$ cat config.mk
export PLATFORM = sky130hd
export DESIGN_NAME = alt_interval_pulse
export DESIGN_NICKNAME = d
export VERILOG_FILES = /design/src/rtl/alt_interval_pkg.sv /design/src/rtl/setpoint_src.sv /design/src/rtl/interval_counter.sv /design/src/rtl/phase_reg.sv /design/src/rtl/alt_interval_pulse.sv
export SDC_FILE = /design/constraint.sdc
export NUM_CORES = 1
export LEC_CHECK = 0
export BUFFER_PORTS_ARGS = -buffer_cell sky130_fd_sc_hd__buf_2
export CELL_PAD_IN_SITES_DETAIL_PLACEMENT = 1
export CELL_PAD_IN_SITES_GLOBAL_PLACEMENT = 1
export CORE_ASPECT_RATIO = 1.1
export CORE_UTILIZATION = 38
export CTS_CLUSTER_DIAMETER = 100
export DETAILED_ROUTE_END_ITERATION = 12
export PLACE_DENSITY = 0.79
export SKIP_CTS_REPAIR_TIMING = 1
export SLEW_MARGIN = 30
export SYNTH_ARGS = -nofsm -noshare
export SYNTH_HDL_FRONTEND = slang
export SYNTH_HIERARCHICAL = 1
export SYNTH_SLANG_ARGS = --single-unit
$ cat constraint.sdc
create_clock -name clk -period 2.7 [get_ports clk]
set_clock_uncertainty 0.05 [all_clocks]
set_input_delay 0.405 -clock clk [delete_from_list [all_inputs] [get_ports clk]]
set_output_delay 0.405 -clock clk [all_outputs]
set_load 0.01 [all_outputs]
$ cat src/rtl/alt_interval_pkg.sv
package alt_interval_pkg;
  typedef enum logic {
    PH_LOW  = 1'b0,
    PH_HIGH = 1'b1
  } phase_e;
endpackage

$ cat src/rtl/setpoint_src.sv
module setpoint_src #(
  parameter int CNT_W     = 16,
  parameter bit USE_PORTS = 1'b1,
  parameter int FIX_ON    = 10,
  parameter int FIX_OFF   = 20
) (
  input  logic [CNT_W-1:0] on_in,
  input  logic [CNT_W-1:0] off_in,
  output logic [CNT_W-1:0] on_ld,
  output logic [CNT_W-1:0] off_ld
);
  localparam logic [CNT_W-1:0] ONE = CNT_W'(1);

  // A length L is loaded as L-1; zero is clamped to a one-clock phase.
  function automatic logic [CNT_W-1:0] to_load(input logic [CNT_W-1:0] len);
    return (len == '0) ? '0 : len - ONE;
  endfunction

  generate
    if (USE_PORTS) begin : g_ports
      assign on_ld  = to_load(on_in);
      assign off_ld = to_load(off_in);
    end else begin : g_fixed
      localparam logic [CNT_W-1:0] FON  = CNT_W'(FIX_ON);
      localparam logic [CNT_W-1:0] FOFF = CNT_W'(FIX_OFF);
      logic unused_ports;
      assign unused_ports = ^{on_in, off_in};
      assign on_ld  = to_load(FON);
      assign off_ld = to_load(FOFF);
    end
  endgenerate
endmodule

$ cat src/rtl/interval_counter.sv
module interval_counter #(
  parameter int CNT_W = 16
) (
  input  logic             clk,
  input  logic             rst,
  input  logic [CNT_W-1:0] rst_val,
  input  logic [CNT_W-1:0] reload_val,
  output logic [CNT_W-1:0] cnt_q,
  output logic             expire
);
  assign expire = (cnt_q == '0);

  always_ff @(posedge clk) begin
    if (rst) begin
      cnt_q <= rst_val;
    end else if (expire) begin
      cnt_q <= reload_val;
    end else begin
      cnt_q <= cnt_q - CNT_W'(1);
    end
  end
endmodule

$ cat src/rtl/phase_reg.sv
module phase_reg
  import alt_interval_pkg::*;
(
  input  logic   clk,
  input  logic   rst,
  input  logic   expire,
  output phase_e phase_q,
  output logic   pulse_o
);
  always_ff @(posedge clk) begin
    if (rst) begin
      phase_q <= PH_LOW;
      pulse_o <= 1'b0;
    end else if (expire) begin
      phase_q <= (phase_q == PH_LOW) ? PH_HIGH : PH_LOW;
      pulse_o <= (phase_q == PH_LOW);
    end
  end
endmodule

$ cat src/rtl/alt_interval_pulse.sv
module alt_interval_pulse
  import alt_interval_pkg::*;
#(
  parameter int CNT_W     = 16,
  parameter bit USE_PORTS = 1'b1,
  parameter int FIX_ON    = 10,
  parameter int FIX_OFF   = 20
) (
  input  logic             clk,
  input  logic             rst,
  input  logic [CNT_W-1:0] on_len,
  input  logic [CNT_W-1:0] off_len,
  output logic             pulse_o
);
  logic [CNT_W-1:0] on_ld;
  logic [CNT_W-1:0] off_ld;
  logic [CNT_W-1:0] reload_val;
  logic [CNT_W-1:0] cnt_q;
  logic             expire;
  phase_e           phase_q;

  setpoint_src #(
    .CNT_W(CNT_W), .USE_PORTS(USE_PORTS), .FIX_ON(FIX_ON), .FIX_OFF(FIX_OFF)
  ) u_src (
    .on_in(on_len), .off_in(off_len), .on_ld(on_ld), .off_ld(off_ld)
  );

  // The phase about to start after an expiry is the opposite of the current one.
  assign reload_val = (phase_q == PH_LOW) ? on_ld : off_ld;

  interval_counter #(.CNT_W(CNT_W)) u_cnt (
    .clk(clk), .rst(rst), .rst_val(off_ld), .reload_val(reload_val),
    .cnt_q(cnt_q), .expire(expire)
  );

  phase_reg u_phase (
    .clk(clk), .rst(rst), .expire(expire), .phase_q(phase_q), .pulse_o(pulse_o)
  );
endmodule

==> results of run 1 <==
[Yosys cell counts (2+ instances only)]
library cell	instances	area, um2
sky130_fd_sc_hd__dfxtp_1	17	340.3
sky130_fd_sc_hd__and4b_1	2	20.02
sky130_fd_sc_hd__nand3_1	3	15.01
sky130_fd_sc_hd__or4_1	2	15.01
sky130_fd_sc_hd__nand2_1	22	82.58
sky130_fd_sc_hd__mux2_2	10	112.6
sky130_fd_sc_hd__ha_1	4	50.05
sky130_fd_sc_hd__xor2_1	16	140.1
sky130_fd_sc_hd__xnor2_1	13	113.9
sky130_fd_sc_hd__clkbuf_1	3	11.26
sky130_fd_sc_hd__nor3_1	15	75.07
sky130_fd_sc_hd__nor2b_1	4	25.02
sky130_fd_sc_hd__or3_1	4	25.02
sky130_fd_sc_hd__nor3b_1	2	15.01
sky130_fd_sc_hd__o21ai_0	17	85.08
sky130_fd_sc_hd__nand3b_1	3	22.52
sky130_fd_sc_hd__mux2_4	10	150.1
sky130_fd_sc_hd__nand2b_1	3	18.77
sky130_fd_sc_hd__nor4_4	4	85.08
sky130_fd_sc_hd__a221oi_2	4	60.06
sky130_fd_sc_hd__a21oi_1	11	55.05
sky130_fd_sc_hd__nor2_1	36	135.1
sky130_fd_sc_hd__nand4_1	2	12.51
sky130_fd_sc_hd__inv_1	13	48.80
sky130_fd_sc_hd__o31ai_1	3	22.52
sky130_fd_sc_hd__mux2i_1	7	70.07
sky130_fd_sc_hd__buf_4	2	15.01
sky130_fd_sc_hd__or3_4	2	22.52
sky130_fd_sc_hd__nor4_1	3	18.77
sky130_fd_sc_hd__nand4b_1	5	43.79
sky130_fd_sc_hd__buf_6	2	22.52
[worst paths after layout]
kind | end | slack (ns)
setup / recovery | u_cnt/cnt_q[5]$_DFF_P_ | 0.11
setup reg to reg | u_cnt/cnt_q[12]$_DFF_P_ | 0.70
hold reg to reg | u_cnt/cnt_q[15]$_DFF_P_ | 0.60
hold / removal | u_phase/phase_q$_SDFFE_PP0P_ | 0.46
[routing by layer]
metal | part of all wire, % | routed length (um)
met4 | 2.4 | 150
met2 | 51 | 3122
met5 | 0 | 0
met3 | 1.6 | 97
met1 | 45 | 2799
[stage by stage]
step	cells	total power (uW)
final	390	862.2
after global routing	390	921.3
after CTS	390	863.6
after detailed placement	386	667.3
after global placement	386	653.3
after floorplan	264	546.9
[power by group]
part	leakage [uW]	total (uW)	switching (uW)	internal (uW)
clock	0.0000228	194	89.5	105
combinational	0.000905	326	167	159
sequential	0.000143	341	55.4	286
[cell families (layout without fill, tap and decap cells)]
group	count (synthesis)	after routing
buffers and inverters	23	74
AO/OA/AOI/OAI	40	40
adder cells (fa/ha/maj)	4	4
XOR/XNOR	29	29
multiplexers	27	27
AND/OR/NAND/NOR	124	124
flip-flops	17	17
[layout make-up]
type                       instances  share of cell area, %
clock buffer                       4                  1.759
inverter                          13                  1.905
multi-input combinational        224                  65.51
sequential                        17                  13.29
tap                               75                  3.664
timing repair buffer              57                  13.87
[flip-flops by register name (all words and copies together) (netlist names)]
register / flops
u_cnt/cnt_q: 16
u_phase/phase_q: 1
==> flow_summary.html, run 1 <==
<table>
<tr><th>Metric</th><th>Value</th></tr>
<tr><th colspan="2">Routing</th></tr>
<tr><td>Detailed-route DRC error count</td><td>0</td></tr>
<tr><td>Drt wl/cell</td><td>around 16 um</td></tr>
<tr><td>Number of DRC violations after detailed-routing iteration 0</td><td>~100</td></tr>
<tr><td>Via Count</td><td>2085</td></tr>
<tr><td>Count of TritonRoute iterations in the first routing pass</td><td>4</td></tr>
<tr><td>Via density per instance</td><td>5.346</td></tr>
<tr><td>Antenna Nets Post-Route</td><td>0</td></tr>
<tr><td>Final WL</td><td>6169 um</td></tr>
<tr><th colspan="2">CTS</th></tr>
<tr><td>Number of clock sinks</td><td>17</td></tr>
<tr><td>Clock latency at the later pin of the worst-skew pair</td><td>0.25 ns</td></tr>
<tr><td>CTS tree</td><td>yes</td></tr>
<tr><td>Clk buf depth</td><td>2</td></tr>
<tr><td>Number of CTS-inserted buffers</td><td>3</td></tr>
<tr><td>Register clock-pin slew on the reported worst setup and hold paths</td><td>0.07 ns</td></tr>
<tr><td>Clock Tree Root</td><td>sky130_fd_sc_hd__clkbuf_8</td></tr>
<tr><td>H-tree Lvls</td><td>1</td></tr>
<tr><th colspan="2">Finish</th></tr>
<tr><td>Multi-input gate area in the final layout</td><td>about 0.0017 mm2</td></tr>
<tr><td>Most frequent standard cell in the layout excluding fill and tap cells</td><td>sky130_fd_sc_hd__nor2_1</td></tr>
<tr><td>Area Overhead vs Synth</td><td>20.06%</td></tr>
<tr><td>Storage element area</td><td>340.3 um2</td></tr>
<tr><td>Commonest non-fill, non-tap cells in the layout</td><td>sky130_fd_sc_hd__nor2_1, sky130_fd_sc_hd__buf_2, sky130_fd_sc_hd__buf_4, sky130_fd_sc_hd__nand2_1</td></tr>
<tr><td>Final design instance area without fill</td><td>0.002561 mm2</td></tr>
<tr><td>Net count reported at finish</td><td>between 300 and 400</td></tr>
<tr><td>Fin util</td><td>47.47%</td></tr>
<tr><td>Antenna cell count</td><td>0</td></tr>
<tr><td>Share of final-layout standard cells stronger than drive strength 1</td><td>32.06%</td></tr>
<tr><td>Fillers</td><td>700</td></tr>
<tr><th colspan="2">Worst setup path</th></tr>
<tr><td>Critical Path AT</td><td>2.68 ns</td></tr>
<tr><td>Endpoint kind of the worst setup timing path</td><td>flip-flop</td></tr>
<tr><td>Critical path cell sequence</td><td>buf_2 &gt; inv_1 &gt; ha_1 &gt; or4b_4 &gt; or3_4 &gt; nor3_4 &gt; buf_12 &gt; nor2_1 &gt; mux2_4 &gt; nand2b_1 &gt; a21oi_1 &gt; o21ai_0</td></tr>
<tr><td>WP depth</td><td>12</td></tr>
<tr><td>Critical Path RT</td><td>2.78 ns</td></tr>
<tr><td>Delay of the slowest cell on the worst path</td><td>0.47 ns</td></tr>
<tr><td>Kind of launch point of the worst setup path</td><td>primary input</td></tr>
<tr><td>R2R cell count</td><td>5</td></tr>
<tr><td>Category of the critical setup timing path</td><td>primary input to flip-flop</td></tr>
<tr><td>Library cell contributing the largest single delay on the critical path</td><td>sky130_fd_sc_hd__or4b_4</td></tr>
<tr><td>Worst path buffer plus inverter count</td><td>3</td></tr>
<tr><td>Startpoint of the worst register-to-register path</td><td>u_cnt/cnt_q[8]$_DFF_P_</td></tr>
<tr><td>Maximum fanout encountered on the critical timing path</td><td>11</td></tr>
<tr><td>Family of cells with the greatest summed delay on the critical path</td><td>simple AND/OR/NAND/NOR gates</td></tr>
<tr><td>Launching instance or port of the critical path</td><td>on_len[1]</td></tr>
<tr><th colspan="2">Placement</th></tr>
<tr><td>Placer Congestion</td><td>roughly 0.85</td></tr>
<tr><td>IO Port Bufs</td><td>34</td></tr>
<tr><td>Instance area after placement</td><td>0.002505 mm2</td></tr>
<tr><td>DP Worst Slack</td><td>-0.1589 ns</td></tr>
<tr><td>Detailed-placement wirelength estimate</td><td>5080 um</td></tr>
<tr><th colspan="2">Timing</th></tr>
<tr><td>Worst Tran Pin Value</td><td>a little under 0.8 ns</td></tr>
<tr><td>Final worst-path setup slack</td><td>0.1073 ns</td></tr>
<tr><td>Slew headroom</td><td>47.53%</td></tr>
<tr><td>Total Neg Setup Slack</td><td>0 ns</td></tr>
<tr><td>Setup repair after global routing missed its margin</td><td>true</td></tr>
<tr><td>Worst hold slack</td><td>about 0.46 ns</td></tr>
<tr><td>Final worst path period need</td><td>2.593 ns</td></tr>
<tr><td>Final number of max-transition violations</td><td>0</td></tr>
<tr><td>Final Cycle Share</td><td>between 90% and 100%</td></tr>
<tr><td>Setup violators final</td><td>0</td></tr>
<tr><td>Final Hold Violating Endpoints</td><td>0</td></tr>
<tr><td>F_max</td><td>slightly below 400 MHz</td></tr>
<tr><th colspan="2">Floorplanning</th></tr>
<tr><td>Area of the core</td><td>~0.0054 mm2</td></tr>
<tr><td>Die span in x</td><td>~73 um</td></tr>
<tr><td>Top Ports</td><td>35</td></tr>
<tr><td>Starting density of the core</td><td>39.54%</td></tr>
<tr><td>Die area</td><td>0.005918 mm2</td></tr>
<tr><td>Count of standard-cell rows</td><td>28</td></tr>
<tr><td>Die Y-Extent</td><td>80.59 um</td></tr>
<tr><th colspan="2">Synth</th></tr>
<tr><td>Post-synthesis sequential area ratio</td><td>15.95%</td></tr>
<tr><td>Ys Warns</td><td>6</td></tr>
<tr><td>Cell area after synthesis</td><td>roughly 0.0021 mm2</td></tr>
<tr><td>Async S/R FF share, synth</td><td>0%</td></tr>
<tr><td>Post-Synth XOR/XNOR Area</td><td>11.91%</td></tr>
<tr><td>Total of flip-flops plus latches after synthesis</td><td>17</td></tr>
<tr><td>Mean cell area of the mapped netlist</td><td>8.081 um2</td></tr>
<tr><td>Number of enable-type register cells in the synthesized netlist</td><td>0</td></tr>
<tr><td>Multiplexer share of the synthesized area</td><td>around 16%</td></tr>
<tr><td>Synthesized Nets</td><td>302</td></tr>
<tr><td>Primary flip-flop cell chosen by synthesis mapping</td><td>sky130_fd_sc_hd__dfxtp_1</td></tr>
<tr><td>Combinational family with the most area after synthesis</td><td>simple AND/OR/NAND/NOR gates</td></tr>
<tr><td>Compound-cell area share of the yosys netlist</td><td>12.32%</td></tr>
<tr><td>Synthesized-area fraction occupied by adder cells</td><td>2.346%</td></tr>
<tr><td>Syn Inst Count</td><td>264</td></tr>
<tr><td>Unique cell type count in the Yosys netlist</td><td>51</td></tr>
<tr><td>Simple-gate share of the synthesized area</td><td>35.95%</td></tr>
<tr><th colspan="2">Global route</th></tr>
<tr><td>Maximum number of pins on one net before global-route repair</td><td>24</td></tr>
<tr><td>Global-route wire length before repair</td><td>10170 um</td></tr>
<tr><td>Grt met1 use</td><td>26.95%</td></tr>
<tr><td>Final global-route overflow total</td><td>0</td></tr>
<tr><td>Global-route track usage on met3</td><td>1.757%</td></tr>
<tr><td>Number of antenna violations at the first check in global routing</td><td>0</td></tr>
<tr><td>Via count of the first global-routing pass</td><td>2137</td></tr>
<tr><td>GRT busiest layer</td><td>met2</td></tr>
<tr><td>Grt met2 use</td><td>40.28%</td></tr>
<tr><td>Global routing usage summed across all routing layers</td><td>22.04%</td></tr>
<tr><th colspan="2">Power and ir drop</th></tr>
<tr><td>Maximum VDD drop</td><td>150.1 uV</td></tr>
<tr><td>Static leakage power</td><td>0.001070 uW</td></tr>
<tr><td>Pwr/cell area</td><td>336.6 mW/mm2</td></tr>
<tr><th colspan="2">Job</th></tr>
<tr><td>Max Cap Viol</td><td>0</td></tr>
<tr><th colspan="2">Min path</th></tr>
<tr><td>Class of the worst hold path</td><td>primary input to flip-flop</td></tr>
<tr><td>Cell depth of the worst hold path</td><td>2</td></tr>
<tr><td>Origin of the worst min-delay path</td><td>rst</td></tr>
<tr><th colspan="2">Status</th></tr>
<tr><td>Result of the run</td><td>finished clean</td></tr>
</table>
Power figures use the tool's default switching activity.
==> run 2, diff against run 1 <==
--- a/config.mk
+++ b/config.mk
@@ -5,7 +5,7 @@
 export SDC_FILE = /design/constraint.sdc
 export NUM_CORES = 1
 export LEC_CHECK = 0
-export BUFFER_PORTS_ARGS = -buffer_cell sky130_fd_sc_hd__buf_2
+export BUFFER_PORTS_ARGS = -buffer_cell sky130_fd_sc_hd__clkbuf_2
 export CELL_PAD_IN_SITES_DETAIL_PLACEMENT = 1
 export CELL_PAD_IN_SITES_GLOBAL_PLACEMENT = 1
 export CORE_ASPECT_RATIO = 1.1
==> run 2 against run 1 <==
  * Critical endpoint is now u_cnt/cnt_q[14]$_DFF_P_
  * Cell count is the same
  * Non-clock buffer count is the same
  * Largest cell class unchanged
  * Critical path depth shrank 2
  * Combinational power is essentially flat
  * Design area shrank 0.24%
  * Register-to-register slack gained 0.02 ns
  * Sequential share of layout area is essentially flat
==> flow_summary.html, run 2 (synthesis gave the netlist of run 1 again) <==
<table>
<tr><th>Metric</th><th>Value</th></tr>
<tr><th colspan="2">Finish</th></tr>
<tr><td>Commonest non-fill, non-tap cells in the layout</td><td>sky130_fd_sc_hd__nor2_1, sky130_fd_sc_hd__clkbuf_2, sky130_fd_sc_hd__buf_4, sky130_fd_sc_hd__nand2_1</td></tr>
<tr><td>Share of final-layout standard cells stronger than drive strength 1</td><td>31.75% (-0.32 points)</td></tr>
<tr><td>Net count reported at finish</td><td>354 (unchanged)</td></tr>
<tr><td>Registers with the most flip-flops</td><td>u_cnt/cnt_q (16), u_phase/phase_q (1)</td></tr>
<tr><td>Top register by number of flip-flops</td><td>u_cnt/cnt_q</td></tr>
<tr><td>Area Overhead vs Synth</td><td>19.77%</td></tr>
<tr><td>Fin util</td><td>47.36% (-0.12 points)</td></tr>
<tr><td>Most frequent standard cell in the layout excluding fill and tap cells</td><td>sky130_fd_sc_hd__nor2_1</td></tr>
<tr><td>Number of flip-flops in the largest register</td><td>16 (unchanged)</td></tr>
<tr><td>Antenna cell count</td><td>0 (unchanged)</td></tr>
<tr><th colspan="2">Global route</th></tr>
<tr><td>Final global-route overflow total</td><td>0 (unchanged)</td></tr>
<tr><td>Maximum number of pins on one net before global-route repair</td><td>35 (+46%)</td></tr>
<tr><td>Global-route wire length before repair</td><td>10050 um (-1.2%)</td></tr>
<tr><td>Number of antenna violations at the first check in global routing</td><td>0 (unchanged)</td></tr>
<tr><td>Global routing usage summed across all routing layers</td><td>21.88% (-0.17 points)</td></tr>
<tr><td>Via count of the first global-routing pass</td><td>2037 (-4.7%)</td></tr>
<tr><th colspan="2">Floorplanning</th></tr>
<tr><td>Area of the core</td><td>0.005395 mm2 (unchanged)</td></tr>
<tr><td>Top Ports</td><td>35 (unchanged)</td></tr>
<tr><td>Die span in x</td><td>73.44 um (unchanged)</td></tr>
<tr><td>Die Y-Extent</td><td>80.59 um (unchanged)</td></tr>
<tr><td>Die area</td><td>0.005918 mm2 (unchanged)</td></tr>
<tr><td>Starting density of the core</td><td>39.54% (unchanged)</td></tr>
<tr><td>Count of standard-cell rows</td><td>28 (unchanged)</td></tr>
<tr><th colspan="2">Timing</th></tr>
<tr><td>Final Cycle Share</td><td>95.84% (-0.18 points)</td></tr>
<tr><td>Worst Tran Pin Value</td><td>0.7059 ns (-0.08016 ns)</td></tr>
<tr><td>Slew headroom</td><td>52.94% (+5.4 points)</td></tr>
<tr><td>Setup violators final</td><td>0 (unchanged)</td></tr>
<tr><td>Final number of max-transition violations</td><td>0 (unchanged)</td></tr>
<tr><td>Final Hold Violating Endpoints</td><td>0 (unchanged)</td></tr>
<tr><td>Setup repair after global routing missed its margin</td><td>false</td></tr>
<tr><td>F_max</td><td>386.4 MHz (+0.19%)</td></tr>
<tr><td>Final worst path period need</td><td>2.588 ns (-0.004976 ns)</td></tr>
<tr><td>Worst hold slack</td><td>0.5203 ns (+0.05611 ns)</td></tr>
<tr><th colspan="2">Routing</th></tr>
<tr><td>Antenna Nets Post-Route</td><td>0 (unchanged)</td></tr>
<tr><td>Number of DRC violations after detailed-routing iteration 0</td><td>108 (+10%)</td></tr>
<tr><td>Detailed-route DRC error count</td><td>0 (unchanged)</td></tr>
<tr><td>Count of TritonRoute iterations in the first routing pass</td><td>4 (unchanged)</td></tr>
<tr><td>Drt wl/cell</td><td>15.43 um (-2.5%)</td></tr>
<tr><td>Via Count</td><td>2069 (-0.77%)</td></tr>
<tr><td>Via density per instance</td><td>5.305 (-0.77%)</td></tr>
<tr><td>Final WL</td><td>6017 um (-2.5%)</td></tr>
<tr><th colspan="2">CTS</th></tr>
<tr><td>CTS tree</td><td>yes</td></tr>
<tr><td>Clock latency at the later pin of the worst-skew pair</td><td>0.26 ns (about the same)</td></tr>
<tr><td>Clock Tree Root</td><td>sky130_fd_sc_hd__clkbuf_8</td></tr>
<tr><td>Register clock-pin slew on the reported worst setup and hold paths</td><td>0.07 ns (about the same)</td></tr>
<tr><td>H-tree Lvls</td><td>1 (unchanged)</td></tr>
<tr><td>Clk buf depth</td><td>2 (unchanged)</td></tr>
<tr><td>Number of CTS-inserted buffers</td><td>3 (unchanged)</td></tr>
<tr><td>Number of clock sinks</td><td>17 (unchanged)</td></tr>
<tr><th colspan="2">Worst setup path</th></tr>
<tr><td>Maximum fanout encountered on the critical timing path</td><td>4 (-7)</td></tr>
<tr><td>Startpoint of the worst register-to-register path</td><td>u_cnt/cnt_q[8]$_DFF_P_</td></tr>
<tr><td>Critical Path RT</td><td>2.77 ns (about the same)</td></tr>
<tr><td>Register-to-register setup slack</td><td>0.72 ns (+0.02 ns)</td></tr>
<tr><td>R2R cell count</td><td>5 (unchanged)</td></tr>
<tr><td>Critical Path AT</td><td>2.66 ns (-0.02 ns)</td></tr>
<tr><td>Kind of launch point of the worst setup path</td><td>primary input</td></tr>
<tr><td>Category of the critical setup timing path</td><td>primary input to flip-flop</td></tr>
<tr><td>Endpoint kind of the worst setup timing path</td><td>flip-flop</td></tr>
<tr><td>Worst r2r dst</td><td>u_cnt/cnt_q[2]$_DFF_P_</td></tr>
<tr><th colspan="2">Min path</th></tr>
<tr><td>Origin of the worst min-delay path</td><td>off_len[15]</td></tr>
<tr><td>Cell depth of the worst hold path</td><td>5 (+3)</td></tr>
<tr><td>Endpoint of the worst hold path</td><td>u_cnt/cnt_q[15]$_DFF_P_</td></tr>
<tr><td>Class of the worst hold path</td><td>primary input to flip-flop</td></tr>
<tr><th colspan="2">Placement</th></tr>
<tr><td>Placer Congestion</td><td>0.8502 (-0.33%)</td></tr>
<tr><td>IO Port Bufs</td><td>34 (unchanged)</td></tr>
<tr><td>Detailed-placement wirelength estimate</td><td>4941 um (-2.7%)</td></tr>
<tr><th colspan="2">Power and ir drop</th></tr>
<tr><td>Maximum VDD drop</td><td>201.6 uV (+34%)</td></tr>
<tr><td>Pwr/cell area</td><td>340.2 mW/mm2 (+1.1%)</td></tr>
<tr><td>Power, Total</td><td>869.3 uW (+0.82%)</td></tr>
<tr><td>Static leakage power</td><td>0.001077 uW (+0.59%)</td></tr>
<tr><th colspan="2">Job</th></tr>
<tr><td>Max Cap Viol</td><td>0 (unchanged)</td></tr>
<tr><th colspan="2">Status</th></tr>
<tr><td>Result of the run</td><td>finished clean</td></tr>
</table>
## run 2: worst max path at each step
stage,start,cells after the start,endpoint,slack (ns)
floorplan,on_len[0],11,u_cnt/cnt_q[0]$_DFF_P_,0.006
global placement,on_len[0],10,u_cnt/cnt_q[14]$_DFF_P_,-0.07
detailed placement,on_len[1],10,u_cnt/cnt_q[14]$_DFF_P_,-0.15
CTS,on_len[1],10,u_cnt/cnt_q[14]$_DFF_P_,0.12
global route,on_len[0],10,u_cnt/cnt_q[14]$_DFF_P_,0.02
finish,on_len[1],10,u_cnt/cnt_q[14]$_DFF_P_,0.11
## run 2: cell type report
| cell class | count | area, um2 |
|---|---|---|
| clock buffer | 4 | 45.04 |
| fill | 700 | 2840 |
| inverter | 13 | 48.80 |
| multi-input combinational | 224 | 1672 |
| sequential | 17 | 340.3 |
| tap | 75 | 93.84 |
| timing repair buffer | 57 | 355.3 |
## run 2: where the power goes
part | internal (uW) | total [uW] | switching [uW]
clock network | 105 | 202 | 97.5
logic | 159 | 327 | 167
registers | 286 | 340 | 54.1
total | 550 | 869 | 319
## run 2: per-stage QoR
stage | area (um2) | setup WS [ns] | std cells | setup TNS (ns)
global placement | 2505 | -0.07354 | 386 | -0.1918
detailed placement | 2505 | -0.1502 | 386 | -0.8583
global route | 2555 | 0.02006 | 390 | 0
CTS | 2550 | 0.1172 | 390 | 0
finish | 2555 | 0.1123 | 390 | 0
floorplan | 2133 | 0.006184 | 264 | 0
## run 2: layer usage
layer / routed length (um) / global-route usage (%)
met1: 2726 / 28.07
met5: 0 / 0
met4: 64 / 4.808
met3: 155 / 1.757
met2: 3070 / 39.17
## run 2: critical path, stage by stage
cell	delay, ns
sky130_fd_sc_hd__clkbuf_2	0.09
sky130_fd_sc_hd__inv_1	0.06
sky130_fd_sc_hd__ha_1	0.15
sky130_fd_sc_hd__or4b_4	0.46
sky130_fd_sc_hd__or3_4	0.38
sky130_fd_sc_hd__nor3_1	0.18
sky130_fd_sc_hd__mux2_2	0.37
sky130_fd_sc_hd__mux2_4	0.27
sky130_fd_sc_hd__nor3_1	0.23
sky130_fd_sc_hd__a221oi_2	0.05
